`config.mk`:
```
export PLATFORM = sky130hd
export DESIGN_NAME = updown_capture_timer
export DESIGN_NICKNAME = d
export VERILOG_FILES = /design/src/rtl/tmr_pkg.sv /design/src/rtl/tmr_edge_sync.sv /design/src/rtl/tmr_count_core.sv /design/src/rtl/tmr_regs.sv /design/src/rtl/updown_capture_timer.sv
export SDC_FILE = /design/constraint.sdc
export NUM_CORES = 1
export LEC_CHECK = 0
export BUFFER_PORTS_ARGS = -buffer_cell sky130_fd_sc_hd__buf_4
export CAP_MARGIN = 40
export CORE_MARGIN = 2
export CORE_UTILIZATION = 56
export DETAILED_ROUTE_END_ITERATION = 16
export GPL_TIMING_DRIVEN = 1
export PLACE_DENSITY = 0.75
export SLEW_MARGIN = 10
export SYNTH_ARGS = -nofsm -noshare
export SYNTH_HDL_FRONTEND = slang
export SYNTH_SLANG_ARGS = --single-unit
```
`constraint.sdc`:
```
create_clock -name clk -period 2.6 [get_ports clk]
set_input_delay 0.39 -clock clk [delete_from_list [all_inputs] [get_ports clk]]
set_output_delay 0.39 -clock clk [all_outputs]
set_load 0.02 [all_outputs]
```
`src/rtl/tmr_pkg.sv`:
```
package tmr_pkg;

    localparam logic [7:0] ADDR_CTRL = 8'hC8;
    localparam logic [7:0] ADDR_MODE = 8'hC9;
    localparam logic [7:0] ADDR_RLD0 = 8'hCA;
    localparam logic [7:0] ADDR_CNT0 = 8'hCC;
    localparam logic [5:0] MODE_RSV  = 6'h3F;

    typedef struct packed {
        logic ovf;
        logic ext;
        logic trig_en;
        logic run;
        logic cnt_sel;
        logic cap_sel;
    } ctrl_t;

    typedef struct packed {
        logic clk_oe;
        logic dn_en;
    } mode_t;

    typedef enum logic [1:0] {
        OP_RELOAD_UP = 2'd0,
        OP_RELOAD_DN = 2'd1,
        OP_CAPTURE   = 2'd2,
        OP_CLKOUT    = 2'd3
    } op_e;

    typedef struct packed {
        logic ovf;
        logic ext_set;
        logic ext_tog;
        logic capture;
    } evt_t;

    // Clock output needs timer mode; it forces autoreload behaviour.
    function automatic op_e pick_op(ctrl_t c, mode_t m, logic dir_level);
        if (m.clk_oe && !c.cnt_sel) return OP_CLKOUT;
        if (c.cap_sel)              return OP_CAPTURE;
        if (m.dn_en && !dir_level)  return OP_RELOAD_DN;
        return OP_RELOAD_UP;
    endfunction

    function automatic logic fell(logic prev, logic now);
        return prev & ~now;
    endfunction

    function automatic logic [7:0] ctrl_image(ctrl_t c);
        return {c.ovf, c.ext, 2'b00, c.trig_en, c.run, c.cnt_sel, c.cap_sel};
    endfunction

    function automatic logic [7:0] mode_image(mode_t m);
        return {MODE_RSV, m.clk_oe, m.dn_en};
    endfunction

endpackage

```
`src/rtl/tmr_edge_sync.sv`:
```
module tmr_edge_sync #(
    parameter int STAGES = 2
) (
    input  logic clk,
    input  logic rst,
    input  logic pin,
    output logic level,
    output logic prev
);
    logic [STAGES-1:0] sh_q;
    logic              prev_q;

    always_ff @(posedge clk) begin
        if (rst) begin
            sh_q   <= '0;
            prev_q <= 1'b0;
        end else begin
            sh_q   <= {sh_q[STAGES-2:0], pin};
            prev_q <= sh_q[STAGES-1];
        end
    end

    assign level = sh_q[STAGES-1];
    assign prev  = prev_q;
endmodule

```
`src/rtl/tmr_count_core.sv`:
```
module tmr_count_core
    import tmr_pkg::*;
#(
    parameter int W = 16,
    localparam int NB = W / 8
) (
    input  logic          clk,
    input  logic          rst,
    input  logic          step,
    input  op_e           op,
    input  logic          trig,
    input  logic [W-1:0]  reload,
    input  logic [NB-1:0] cnt_wr,
    input  logic [7:0]    wdata,
    output logic [W-1:0]  count,
    output evt_t          evt,
    output logic          clk_out
);
    localparam logic [W-1:0] ALL_ONES = '1;

    logic [W-1:0] cnt_q, cnt_n;
    logic         clk_q, clk_tog;

    always_comb begin
        cnt_n   = cnt_q;
        evt     = '0;
        clk_tog = 1'b0;
        if (step) begin
            if (op == OP_RELOAD_DN) begin
                if (cnt_q == reload) begin
                    cnt_n       = ALL_ONES;
                    evt.ovf     = 1'b1;
                    evt.ext_tog = 1'b1;
                end else begin
                    cnt_n = cnt_q - 1'b1;
                end
            end else if (cnt_q == ALL_ONES) begin
                cnt_n   = (op == OP_CAPTURE) ? '0 : reload;
                evt.ovf = 1'b1;
                clk_tog = (op == OP_CLKOUT);
            end else begin
                cnt_n = cnt_q + 1'b1;
            end
        end
        if (trig && op != OP_RELOAD_DN) begin
            evt.ext_set = 1'b1;
            if (op == OP_CAPTURE) evt.capture = 1'b1;
            else                  cnt_n = reload;
        end
        for (int i = 0; i < NB; i++) begin
            if (cnt_wr[i]) cnt_n[i*8 +: 8] = wdata;
        end
    end

    always_ff @(posedge clk) begin
        if (rst) begin
            cnt_q <= '0;
            clk_q <= 1'b0;
        end else begin
            cnt_q <= cnt_n;
            if (clk_tog) clk_q <= ~clk_q;
        end
    end

    assign count   = cnt_q;
    assign clk_out = clk_q;
endmodule

```
`src/rtl/tmr_regs.sv`:
```
module tmr_regs
    import tmr_pkg::*;
#(
    parameter int W = 16,
    localparam int NB = W / 8
) (
    input  logic         clk,
    input  logic         rst,
    input  logic         bus_we,
    input  logic [7:0]   bus_addr,
    input  logic [7:0]   bus_wdata,
    input  evt_t         evt,
    input  logic [W-1:0] count,
    output ctrl_t        ctrl,
    output mode_t        mode,
    output logic [W-1:0] reload,
    output logic [7:0]   bus_rdata
);
    ctrl_t        ctrl_q;
    mode_t        mode_q;
    logic [W-1:0] rld_q;
    logic [NB-1:0] rld_hit, cnt_hit;
    logic         wr_ctrl, wr_mode, ovf_n, ext_n;

    for (genvar g = 0; g < NB; g++) begin : g_dec
        assign rld_hit[g] = (bus_addr == 8'(ADDR_RLD0 + g));
        assign cnt_hit[g] = (bus_addr == 8'(ADDR_CNT0 + g));
    end

    assign wr_ctrl = bus_we && (bus_addr == ADDR_CTRL);
    assign wr_mode = bus_we && (bus_addr == ADDR_MODE);

    // Hardware events are applied after the software write (set wins).
    always_comb begin
        ovf_n = (wr_ctrl ? bus_wdata[7] : ctrl_q.ovf) | evt.ovf;
        ext_n = ((wr_ctrl ? bus_wdata[6] : ctrl_q.ext) ^ evt.ext_tog) | evt.ext_set;
    end

    always_ff @(posedge clk) begin
        if (rst) begin
            ctrl_q <= '0;
            mode_q <= '0;
            rld_q  <= '0;
        end else begin
            ctrl_q.ovf <= ovf_n;
            ctrl_q.ext <= ext_n;
            if (wr_ctrl) begin
                ctrl_q.trig_en <= bus_wdata[3];
                ctrl_q.run     <= bus_wdata[2];
                ctrl_q.cnt_sel <= bus_wdata[1];
                ctrl_q.cap_sel <= bus_wdata[0];
            end
            if (wr_mode) begin
                mode_q.clk_oe <= bus_wdata[1];
                mode_q.dn_en  <= bus_wdata[0];
            end
            if (evt.capture) begin
                rld_q <= count;
            end else begin
                for (int i = 0; i < NB; i++) begin
                    if (bus_we && rld_hit[i]) rld_q[i*8 +: 8] <= bus_wdata;
                end
            end
        end
    end

    always_comb begin
        bus_rdata = 8'h00;
        if (bus_addr == ADDR_CTRL) bus_rdata = ctrl_image(ctrl_q);
        if (bus_addr == ADDR_MODE) bus_rdata = mode_image(mode_q);
        for (int i = 0; i < NB; i++) begin
            if (rld_hit[i]) bus_rdata = rld_q[i*8 +: 8];
            if (cnt_hit[i]) bus_rdata = count[i*8 +: 8];
        end
    end

    assign ctrl   = ctrl_q;
    assign mode   = mode_q;
    assign reload = rld_q;
endmodule

```
`src/rtl/updown_capture_timer.sv`:
```
module updown_capture_timer
    import tmr_pkg::*;
#(
    parameter int CNT_W       = 16,
    parameter int SYNC_STAGES = 2
) (
    input  logic       clk,
    input  logic       rst,
    input  logic       bus_we,
    input  logic [7:0] bus_addr,
    input  logic [7:0] bus_wdata,
    output logic [7:0] bus_rdata,
    input  logic       tick_in,
    input  logic       ext_in,
    output logic       clk_out,
    output logic       clk_out_en,
    output logic       irq
);
    localparam int NB = CNT_W / 8;

    ctrl_t            ctrl_q;
    mode_t            mode_q;
    evt_t             evt;
    op_e              op;
    logic [CNT_W-1:0] cnt_q, rld_q;
    logic [NB-1:0]    cnt_wr;
    logic             tick_lvl, tick_prev, ext_lvl, ext_prev;
    logic             step, trig;

    tmr_edge_sync #(.STAGES(SYNC_STAGES)) u_tick_sync (
        .clk(clk), .rst(rst), .pin(tick_in), .level(tick_lvl), .prev(tick_prev)
    );

    tmr_edge_sync #(.STAGES(SYNC_STAGES)) u_ext_sync (
        .clk(clk), .rst(rst), .pin(ext_in), .level(ext_lvl), .prev(ext_prev)
    );

    for (genvar g = 0; g < NB; g++) begin : g_cwr
        assign cnt_wr[g] = bus_we && (bus_addr == 8'(ADDR_CNT0 + g));
    end

    assign op   = pick_op(ctrl_q, mode_q, ext_lvl);
    assign step = ctrl_q.run && (ctrl_q.cnt_sel ? fell(tick_prev, tick_lvl) : 1'b1);
    assign trig = ctrl_q.trig_en && fell(ext_prev, ext_lvl);

    tmr_count_core #(.W(CNT_W)) u_core (
        .clk(clk), .rst(rst), .step(step), .op(op), .trig(trig),
        .reload(rld_q), .cnt_wr(cnt_wr), .wdata(bus_wdata),
        .count(cnt_q), .evt(evt), .clk_out(clk_out)
    );

    tmr_regs #(.W(CNT_W)) u_regs (
        .clk(clk), .rst(rst), .bus_we(bus_we), .bus_addr(bus_addr),
        .bus_wdata(bus_wdata), .evt(evt), .count(cnt_q),
        .ctrl(ctrl_q), .mode(mode_q), .reload(rld_q), .bus_rdata(bus_rdata)
    );

    assign clk_out_en = (op == OP_CLKOUT);
    assign irq        = (ctrl_q.ovf | ctrl_q.ext) & ~clk_out_en;
endmodule

```
==> results of run 1 <==
cell usage in the layout, fill, tap and decap left out, types with 7 or more instances in the layout:
cell type                  netlist  layout
sky130_fd_sc_hd__a211oi_1       21      21
sky130_fd_sc_hd__nand3_1        14      14
sky130_fd_sc_hd__dfxtp_1        47      47
sky130_fd_sc_hd__nand2_1        32      32
sky130_fd_sc_hd__nor3_1         10      10
sky130_fd_sc_hd__xnor2_1        16      16
sky130_fd_sc_hd__nor2b_1        10      10
sky130_fd_sc_hd__buf_4          10      70
sky130_fd_sc_hd__o211ai_1        7       7
sky130_fd_sc_hd__inv_1           9       9
sky130_fd_sc_hd__and3_1          9       9
sky130_fd_sc_hd__nor2_1         63      63
sky130_fd_sc_hd__mux2i_1        34      34
sky130_fd_sc_hd__o21ai_0        11      11
sky130_fd_sc_hd__xor2_1         22      22
sky130_fd_sc_hd__a21oi_1        18      18
sequential cells by signal, indices dropped and copies added (netlist names):
register / cells
u_regs.ctrl: 6
u_core.count: 16
u_regs.reload: 16
u_ext_sync.sh_q: 2
u_tick_sync.sh_q: 2
u_core.clk_out: 1
u_tick_sync.prev: 1
u_ext_sync.prev: 1
u_regs.mode: 2
layer usage:
layer	vias to the layer above	part of all wire [%]	track usage [%]
met5	-	0	0
met3	52	9.6	5.10
met1	1891	40	49.9
li1	1806	-	-
met2	281	45	56.7
met4	0	4.5	17.2
final cells by class:
class                   instances  area share [%]
inverters                      10           0.868
multi-input cells             369            59.8
well taps                      77            2.23
flip-flops and latches         47            21.8
clock inverters                 3            1.10
repair buffers                 71            12.6
clock buffers                   5            1.59
cell families (layout without fill, tap and decap cells):
family	Yosys count	in the layout
AO/OA/AOI/OAI	113	113
AND/OR/NAND/NOR	178	178
multiplexers	38	38
flip-flops	47	47
buffers and inverters	54	89
adder cells (fa/ha/maj)	2	2
XOR/XNOR	38	38
power by group through the flow:
stage	Sequential (mW)	Combinational, mW	Clock, mW
2_1_floorplan	0.742	0.0552	0
3_3_place_gp	0.744	0.103	0
3_5_place_dp	0.744	0.105	0
4_1_cts	0.727	0.105	0.589
5_1_grt	0.728	0.115	0.621
6_report	0.727	0.107	0.583
how the worst max path moves through the flow:
stage | from | to | slack [ns] | cells past startpoint
2_1_floorplan | bus_addr[0] | bus_rdata[4] | 0.41 | 7
3_3_place_gp | u_core.count[9] | u_core.count[9] | 0.27 | 7
3_5_place_dp | u_core.count[9] | u_core.count[8] | 0.28 | 7
4_1_cts | u_core.count[9] | u_core.count[8] | 0.23 | 7
5_1_grt | u_core.count[0] | u_core.count[13] | 0.02 | 7
6_report | u_core.count[9] | u_core.count[8] | 0.16 | 7
stage by stage:
step           power [mW]  hold WS, ns  utilization, %
2_1_floorplan       0.797        0.414               -
3_3_place_gp        0.847        0.428            65.5
3_5_place_dp        0.849        0.428            65.5
4_1_cts              1.42        0.286            67.3
5_1_grt              1.46        0.297            67.3
6_report             1.42        0.290            67.3
==> impl_metrics.xml, run 1 <==
<?xml version="1.0" encoding="UTF-8"?>
<metrics>
  <group name="run_status">
    <metric name="status" unit="">finished clean</metric>
  </group>
  <group name="setup_path">
    <metric name="timing.rr.start" unit="">u_core.count[9]</metric>
    <metric name="startpoint_class" unit="">flop</metric>
    <metric name="cpLargestDelayFamily" unit="">simple AND/OR/NAND/NOR gates</metric>
    <metric name="crit_type" unit="">flop to flop</metric>
    <metric name="timing.reg2reg.setup_slack" unit="ns">0.16</metric>
    <metric name="critPathMaxFanout" unit="">10</metric>
    <metric name="crit_path_cell_trace" unit="">xor2_1 &gt; nor4_1 &gt; nand4_2 &gt; nand2_1 &gt; buf_4 &gt; o211ai_1 &gt; a311oi_1</metric>
    <metric name="reg2regPathDepth" unit="">7</metric>
    <metric name="slowest_library_cell_on_the_worst_path" unit="">sky130_fd_sc_hd__dfxtp_1</metric>
    <metric name="critPathRequiredTime" unit="ns">2.83</metric>
    <metric name="worst_setup_path_end_kind" unit="">flop</metric>
    <metric name="cp_slowest_stage_delay" unit="ns">0.65</metric>
    <metric name="path_buf_inv" unit="">1</metric>
    <metric name="timing.critical_path.arrival" unit="ns">2.66</metric>
    <metric name="worstReg2RegEnd" unit="">u_core.count[8]</metric>
  </group>
  <group name="timing">
    <metric name="period_share" unit="%">93.8</metric>
    <metric name="finalSetupViolCount" unit="">0</metric>
    <metric name="finalWorstSetupSlack" unit="ns">0.162</metric>
    <metric name="rsz0062_at_grt" unit="">false</metric>
    <metric name="sum_neg_setup_slack" unit="ns">0</metric>
    <metric name="timing.clock.skew" unit="ns">0.0133</metric>
    <metric name="timing_hold_violations_final" unit="">0</metric>
    <metric name="timing_worst_slew_pin_value" unit="ns">0.935</metric>
    <metric name="max_freq" unit="GHz">0.410</metric>
    <metric name="report.final.slew_viol_count" unit="">0</metric>
    <metric name="timing.max_slew.rel_slack" unit="%">37.0</metric>
    <metric name="post-route-min-period" unit="ns">2.44</metric>
  </group>
  <group name="worst_hold_path">
    <metric name="type_of_the_worst_min_delay_path" unit="">input pin to flop</metric>
    <metric name="hold_depth" unit="">2</metric>
    <metric name="hold_path_startpoint" unit="">tick_in</metric>
    <metric name="timing.hold.worst_endpoint" unit="">u_tick_sync.sh_q[0]</metric>
  </group>
  <group name="global_routing">
    <metric name="antenna_found_initial" unit="">0</metric>
    <metric name="grt_max_degree" unit="">52</metric>
    <metric name="grt_pass1_wl" unit="um">20700</metric>
    <metric name="groute.usage.overall" unit="%">36.5</metric>
    <metric name="grt_overflow" unit="">0</metric>
    <metric name="grt_pass1_vias" unit="">3816</metric>
  </group>
  <group name="pwr">
    <metric name="switching_share" unit="%">25.2</metric>
    <metric name="cellInternalPower" unit="mW">1.06</metric>
    <metric name="ir_worst_vdd" unit="uV">372</metric>
    <metric name="share_seq_of_total_power" unit="%">51.3</metric>
    <metric name="power_frac_clock" unit="%">41.1</metric>
    <metric name="total_leakage_power" unit="nW">1.88</metric>
    <metric name="power_frac_comb" unit="%">7.5</metric>
    <metric name="power.net_switching" unit="uW">356</metric>
    <metric name="power_density" unit="nW/um^2">328</metric>
  </group>
  <group name="yosys">
    <metric name="post_synth.cell_area_avg" unit="sq um">8.04</metric>
    <metric name="synth_top_area_share" unit="%">24.9</metric>
    <metric name="number_of_synthesized_flops_with_an_enable_pin" unit="">0</metric>
    <metric name="ys_top_cells_by_area" unit="">sky130_fd_sc_hd__dfxtp_1 25%, sky130_fd_sc_hd__mux2i_1 9.0%, sky130_fd_sc_hd__nor2_1 6.3%, sky130_fd_sc_hd__xor2_1 5.1%, sky130_fd_sc_hd__a211oi_1 4.2%</metric>
    <metric name="share_of_cell_area_taken_by_muxes_after_synthesis" unit="%">10.8</metric>
    <metric name="yosysSeqAreaShare" unit="%">24.9</metric>
    <metric name="synth.ff_latch_count" unit="">47</metric>
    <metric name="ffs_w_async_s_r_synth" unit="%">0</metric>
    <metric name="synth_adder_area_share" unit="%">0.662</metric>
    <metric name="yosysMostFrequentCell" unit="">sky130_fd_sc_hd__nor2_1</metric>
    <metric name="ys.flop_type" unit="">sky130_fd_sc_hd__dfxtp_1</metric>
    <metric name="combinational_family_with_the_most_area_after_synthesis" unit="">simple AND/OR/NAND/NOR gates</metric>
    <metric name="synth-compound-area-share" unit="%">22.9</metric>
    <metric name="synthesis.nets" unit="">493</metric>
    <metric name="synth.top_cells.by_count" unit="">63 x sky130_fd_sc_hd__nor2_1, 47 x sky130_fd_sc_hd__dfxtp_1, 34 x sky130_fd_sc_hd__mux2i_1</metric>
    <metric name="syn-cell-area" unit="sq um">3780</metric>
    <metric name="post_synth_xor_xnor_area" unit="%">8.81</metric>
    <metric name="cells_after_synthesis" unit="">470</metric>
    <metric name="synth_cell_type_count" unit="">68</metric>
    <metric name="yosys_warnings" unit="">0</metric>
    <metric name="simple_gate_share_of_the_synthesized_area" unit="%">25.2</metric>
    <metric name="yosysTopAreaCell" unit="">sky130_fd_sc_hd__dfxtp_1</metric>
  </group>
  <group name="cts">
    <metric name="clkTransAtPathRegs" unit="ns">0.10</metric>
    <metric name="clock_tree.htree_level_count" unit="">2</metric>
    <metric name="cts_tree" unit="">yes</metric>
    <metric name="cts_resized" unit="">0</metric>
    <metric name="cts_buffers" unit="">5</metric>
    <metric name="cts_setup_buffers" unit="">0</metric>
    <metric name="cts-root-to-sink-buffers" unit="">2</metric>
    <metric name="clk_root_buffer_cell" unit="">sky130_fd_sc_hd__clkbuf_8</metric>
    <metric name="clock_sinks" unit="">47</metric>
    <metric name="clk_latency" unit="ns">0.32</metric>
    <metric name="cts_hold_buffers" unit="">0</metric>
  </group>
  <group name="floorplan">
    <metric name="die_y" unit="um">86.2</metric>
    <metric name="core" unit="sq um">6420</metric>
    <metric name="fp.dieW" unit="um">86.2</metric>
    <metric name="ioPinCount" unit="">32</metric>
    <metric name="rows" unit="">29</metric>
    <metric name="die-area" unit="sq um">7420</metric>
    <metric name="initial_utilization" unit="%">58.9</metric>
  </group>
  <group name="finish">
    <metric name="register_area" unit="sq um">941</metric>
    <metric name="nets" unit="">527</metric>
    <metric name="post-route-cell-area" unit="sq um">4320</metric>
    <metric name="layout.cells.non_filler" unit="">582</metric>
    <metric name="fillerInstances" unit="">574</metric>
    <metric name="drive_above_1_share" unit="%">20.4</metric>
    <metric name="area_of_the_multi_input_gates" unit="sq um">2590</metric>
    <metric name="area.growth.synth_to_final" unit="%">14.4</metric>
    <metric name="antenna_cells_inserted" unit="">0</metric>
  </group>
  <group name="detailed_routing">
    <metric name="drtAntennaViolNets" unit="">0</metric>
    <metric name="postRouteWirelength" unit="um">12900</metric>
    <metric name="post-route-drc-count" unit="">0</metric>
    <metric name="drt-vias-per-instance" unit="">6.92</metric>
    <metric name="num_vias" unit="">4030</metric>
    <metric name="post_drt_wl_per_cell" unit="um">22.2</metric>
    <metric name="first_pass_iters" unit="">5</metric>
    <metric name="dr.first_iter.drc_count" unit="">512</metric>
  </group>
  <group name="place">
    <metric name="post-place-ws" unit="ns">0.279</metric>
    <metric name="routabilityCongestion" unit="">0.968</metric>
    <metric name="placedCellCount" unit="">574</metric>
    <metric name="place.port_buffers" unit="">31</metric>
    <metric name="postPlaceCellArea" unit="sq um">4210</metric>
    <metric name="dp_wirelength" unit="um">9320</metric>
  </group>
  <group name="flow_run">
    <metric name="maxCapViolCount" unit="">0</metric>
  </group>
</metrics>
No activity file was read; power rests on OpenSTA's default activity.
==> inputs of run 2 (changes only) <==
Settings changed: CELL_PAD_IN_SITES_DETAIL_PLACEMENT set to 0, CELL_PAD_IN_SITES_GLOBAL_PLACEMENT set to 1, CORE_UTILIZATION 56 to 46, PLACE_DENSITY 0.75 to unset, PLACE_DENSITY_LB_ADDON set to 0.1.
==> impl_metrics.xml, run 2 (same netlist as run 1, synthesis figures left out) <==
<?xml version="1.0" encoding="UTF-8"?>
<metrics>
  <group name="place">
    <metric name="place.port_buffers" unit="">31</metric>
    <metric name="dp_wirelength" unit="um">9720</metric>
    <metric name="placedCellCount" unit="">600</metric>
    <metric name="post-place-ws" unit="ns">0.236</metric>
    <metric name="routabilityCongestion" unit="">1.02</metric>
  </group>
  <group name="setup_path">
    <metric name="worst_setup_path_end_kind" unit="">flop</metric>
    <metric name="worstReg2RegEnd" unit="">u_core.count[9]</metric>
    <metric name="timing.rr.start" unit="">u_core.count[1]</metric>
    <metric name="timing.reg2reg.setup_slack" unit="ns">0.12</metric>
    <metric name="cp_slowest_stage_delay" unit="ns">0.64</metric>
    <metric name="critPathRequiredTime" unit="ns">2.83</metric>
    <metric name="timing.critical_path.arrival" unit="ns">2.71</metric>
    <metric name="crit_path_cell_trace" unit="">ha_1 &gt; nand2_1 &gt; nor4_4 &gt; and2_1 &gt; a22o_1 &gt; o221ai_2 &gt; a311oi_2</metric>
    <metric name="slowest_library_cell_on_the_worst_path" unit="">sky130_fd_sc_hd__dfxtp_1</metric>
    <metric name="cpLargestDelayFamily" unit="">simple AND/OR/NAND/NOR gates</metric>
    <metric name="critPathMaxFanout" unit="">9</metric>
    <metric name="reg2regPathDepth" unit="">7</metric>
    <metric name="crit_type" unit="">flop to flop</metric>
    <metric name="startpoint_class" unit="">flop</metric>
    <metric name="path_buf_inv" unit="">0</metric>
  </group>
  <group name="timing">
    <metric name="period_share" unit="%">95.4</metric>
    <metric name="timing_hold_violations_final" unit="">0</metric>
    <metric name="timing.max_slew.rel_slack" unit="%">50.2</metric>
    <metric name="post-route-min-period" unit="ns">2.48</metric>
    <metric name="max_freq" unit="GHz">0.403</metric>
    <metric name="sum_neg_setup_slack" unit="ns">0</metric>
    <metric name="hold-worst-slack" unit="ns">0.291</metric>
    <metric name="timing_worst_slew_pin_value" unit="ns">0.745</metric>
    <metric name="rsz0062_at_grt" unit="">false</metric>
    <metric name="finalSetupViolCount" unit="">0</metric>
    <metric name="timing.clock.skew" unit="ns">0.00580</metric>
    <metric name="finalWorstSetupSlack" unit="ns">0.120</metric>
    <metric name="report.final.slew_viol_count" unit="">0</metric>
  </group>
  <group name="pwr">
    <metric name="power_density" unit="nW/um^2">344</metric>
    <metric name="ir_worst_vdd" unit="uV">230</metric>
    <metric name="total_leakage_power" unit="nW">1.88</metric>
  </group>
  <group name="cts">
    <metric name="cts_buffers" unit="">5</metric>
    <metric name="clock_tree.htree_level_count" unit="">2</metric>
    <metric name="cts_tree" unit="">yes</metric>
    <metric name="clk_root_buffer_cell" unit="">sky130_fd_sc_hd__clkbuf_8</metric>
    <metric name="clock_sinks" unit="">47</metric>
    <metric name="cts_hold_buffers" unit="">0</metric>
    <metric name="clkTransAtPathRegs" unit="ns">0.10</metric>
    <metric name="cts-root-to-sink-buffers" unit="">2</metric>
    <metric name="cts_setup_buffers" unit="">0</metric>
    <metric name="cts_resized" unit="">0</metric>
    <metric name="clk_latency" unit="ns">0.31</metric>
  </group>
  <group name="detailed_routing">
    <metric name="drt-vias-per-instance" unit="">6.44</metric>
    <metric name="dr.first_iter.drc_count" unit="">342</metric>
    <metric name="drtAntennaViolNets" unit="">0</metric>
    <metric name="num_vias" unit="">3918</metric>
    <metric name="first_pass_iters" unit="">5</metric>
    <metric name="postRouteWirelength" unit="um">13600</metric>
    <metric name="post_drt_wl_per_cell" unit="um">22.4</metric>
    <metric name="post-route-drc-count" unit="">0</metric>
  </group>
  <group name="floorplan">
    <metric name="die_y" unit="um">94.7</metric>
    <metric name="rows" unit="">33</metric>
    <metric name="core" unit="sq um">8090</metric>
    <metric name="ioPinCount" unit="">32</metric>
    <metric name="fp.dieW" unit="um">94.7</metric>
    <metric name="die-area" unit="sq um">8960</metric>
    <metric name="initial_utilization" unit="%">46.7</metric>
  </group>
  <group name="global_routing">
    <metric name="antenna_found_initial" unit="">0</metric>
    <metric name="groute.usage.overall" unit="%">31.0</metric>
    <metric name="grt_max_degree" unit="">52</metric>
    <metric name="grt_pass1_vias" unit="">3652</metric>
    <metric name="grt_pass1_wl" unit="um">21000</metric>
    <metric name="grt_overflow" unit="">0</metric>
  </group>
  <group name="finish">
    <metric name="nets" unit="">525</metric>
    <metric name="antenna_cells_inserted" unit="">0</metric>
    <metric name="area.growth.synth_to_final" unit="%">15.0</metric>
    <metric name="layout.cells.non_filler" unit="">608</metric>
    <metric name="most-common-layout-cells" unit="">69 x sky130_fd_sc_hd__buf_4, 63 x sky130_fd_sc_hd__nor2_1, 47 x sky130_fd_sc_hd__dfxtp_1</metric>
    <metric name="drive_above_1_share" unit="%">19.9</metric>
    <metric name="layout_commonest_cell" unit="">sky130_fd_sc_hd__buf_4</metric>
  </group>
  <group name="worst_hold_path">
    <metric name="hold_depth" unit="">2</metric>
    <metric name="hold_path_startpoint" unit="">ext_in</metric>
    <metric name="timing.hold.worst_endpoint" unit="">u_ext_sync.sh_q[0]</metric>
    <metric name="type_of_the_worst_min_delay_path" unit="">input pin to flop</metric>
  </group>
  <group name="run_status">
    <metric name="status" unit="">finished clean</metric>
  </group>
  <group name="flow_run">
    <metric name="maxCapViolCount" unit="">0</metric>
  </group>
</metrics>
==> run 2: changes by cell type in the layout (fill, tap and decap cells not counted) <==
cell                        previous run  this run
sky130_fd_sc_hd__inv_6                 1         0
sky130_fd_sc_hd__buf_12                1         0
sky130_fd_sc_hd__clkbuf_1              0         1
sky130_fd_sc_hd__clkinv_4              1         0
sky130_fd_sc_hd__bufinv_16             1         2
sky130_fd_sc_hd__buf_4                70        69
==> run 2: report_power, final <==
| group | total (mW) | switching, mW | internal (mW) |
|---|---|---|---|
| logic | 0.105 | 0.0621 | 0.0434 |
| clock network | 0.664 | 0.279 | 0.385 |
| registers | 0.727 | 0.00348 | 0.724 |
| total | 1.50 | 0.345 | 1.15 |
==> run 2: final cells by class <==
class | instances | area, sq um
fillers | 814 | 3750
multi-input cells | 369 | 2590
flip-flops and latches | 47 | 941
repair buffers | 69 | 518
well taps | 105 | 131
clock buffers | 6 | 72.6
clock inverters | 2 | 60.1
inverters | 10 | 37.5
==> run 2: worst max-delay path by stage <==
stage | slack (ns) | cells past startpoint | end | start
2_1_floorplan | 0.41 | 7 | bus_rdata[4] | bus_addr[0]
3_3_place_gp | 0.24 | 7 | u_core.count[13] | u_core.count[0]
4_1_cts | 0.20 | 7 | u_core.count[13] | u_core.count[1]
5_1_grt | 0.04 | 7 | u_core.count[13] | u_core.count[1]
6_report | 0.12 | 7 | u_core.count[9] | u_core.count[1]
3_5_place_dp | 0.24 | 7 | u_core.count[13] | u_core.count[1]
==> run 2: layer usage <==
| layer | GRT usage (%) | vias up | share of wire [%] |
|---|---|---|---|
| li1 | - | 1789 | - |
| met1 | 42.1 | 1858 | 43 |
| met2 | 48.5 | 228 | 45 |
| met3 | 4.55 | 43 | 8.6 |
| met4 | 14.1 | 0 | 4.1 |
| met5 | 0 | - | 0 |
==> run 2: stage by stage <==
stage               util [%]  cell area [sq um]  total power, mW
detailed placement      52.1               4210            0.848
global placement        52.1               4210            0.848
finish                  53.7               4350             1.50
global route            53.7               4350             1.55
CTS                     53.7               4350             1.50
floorplan                  -               3780            0.797
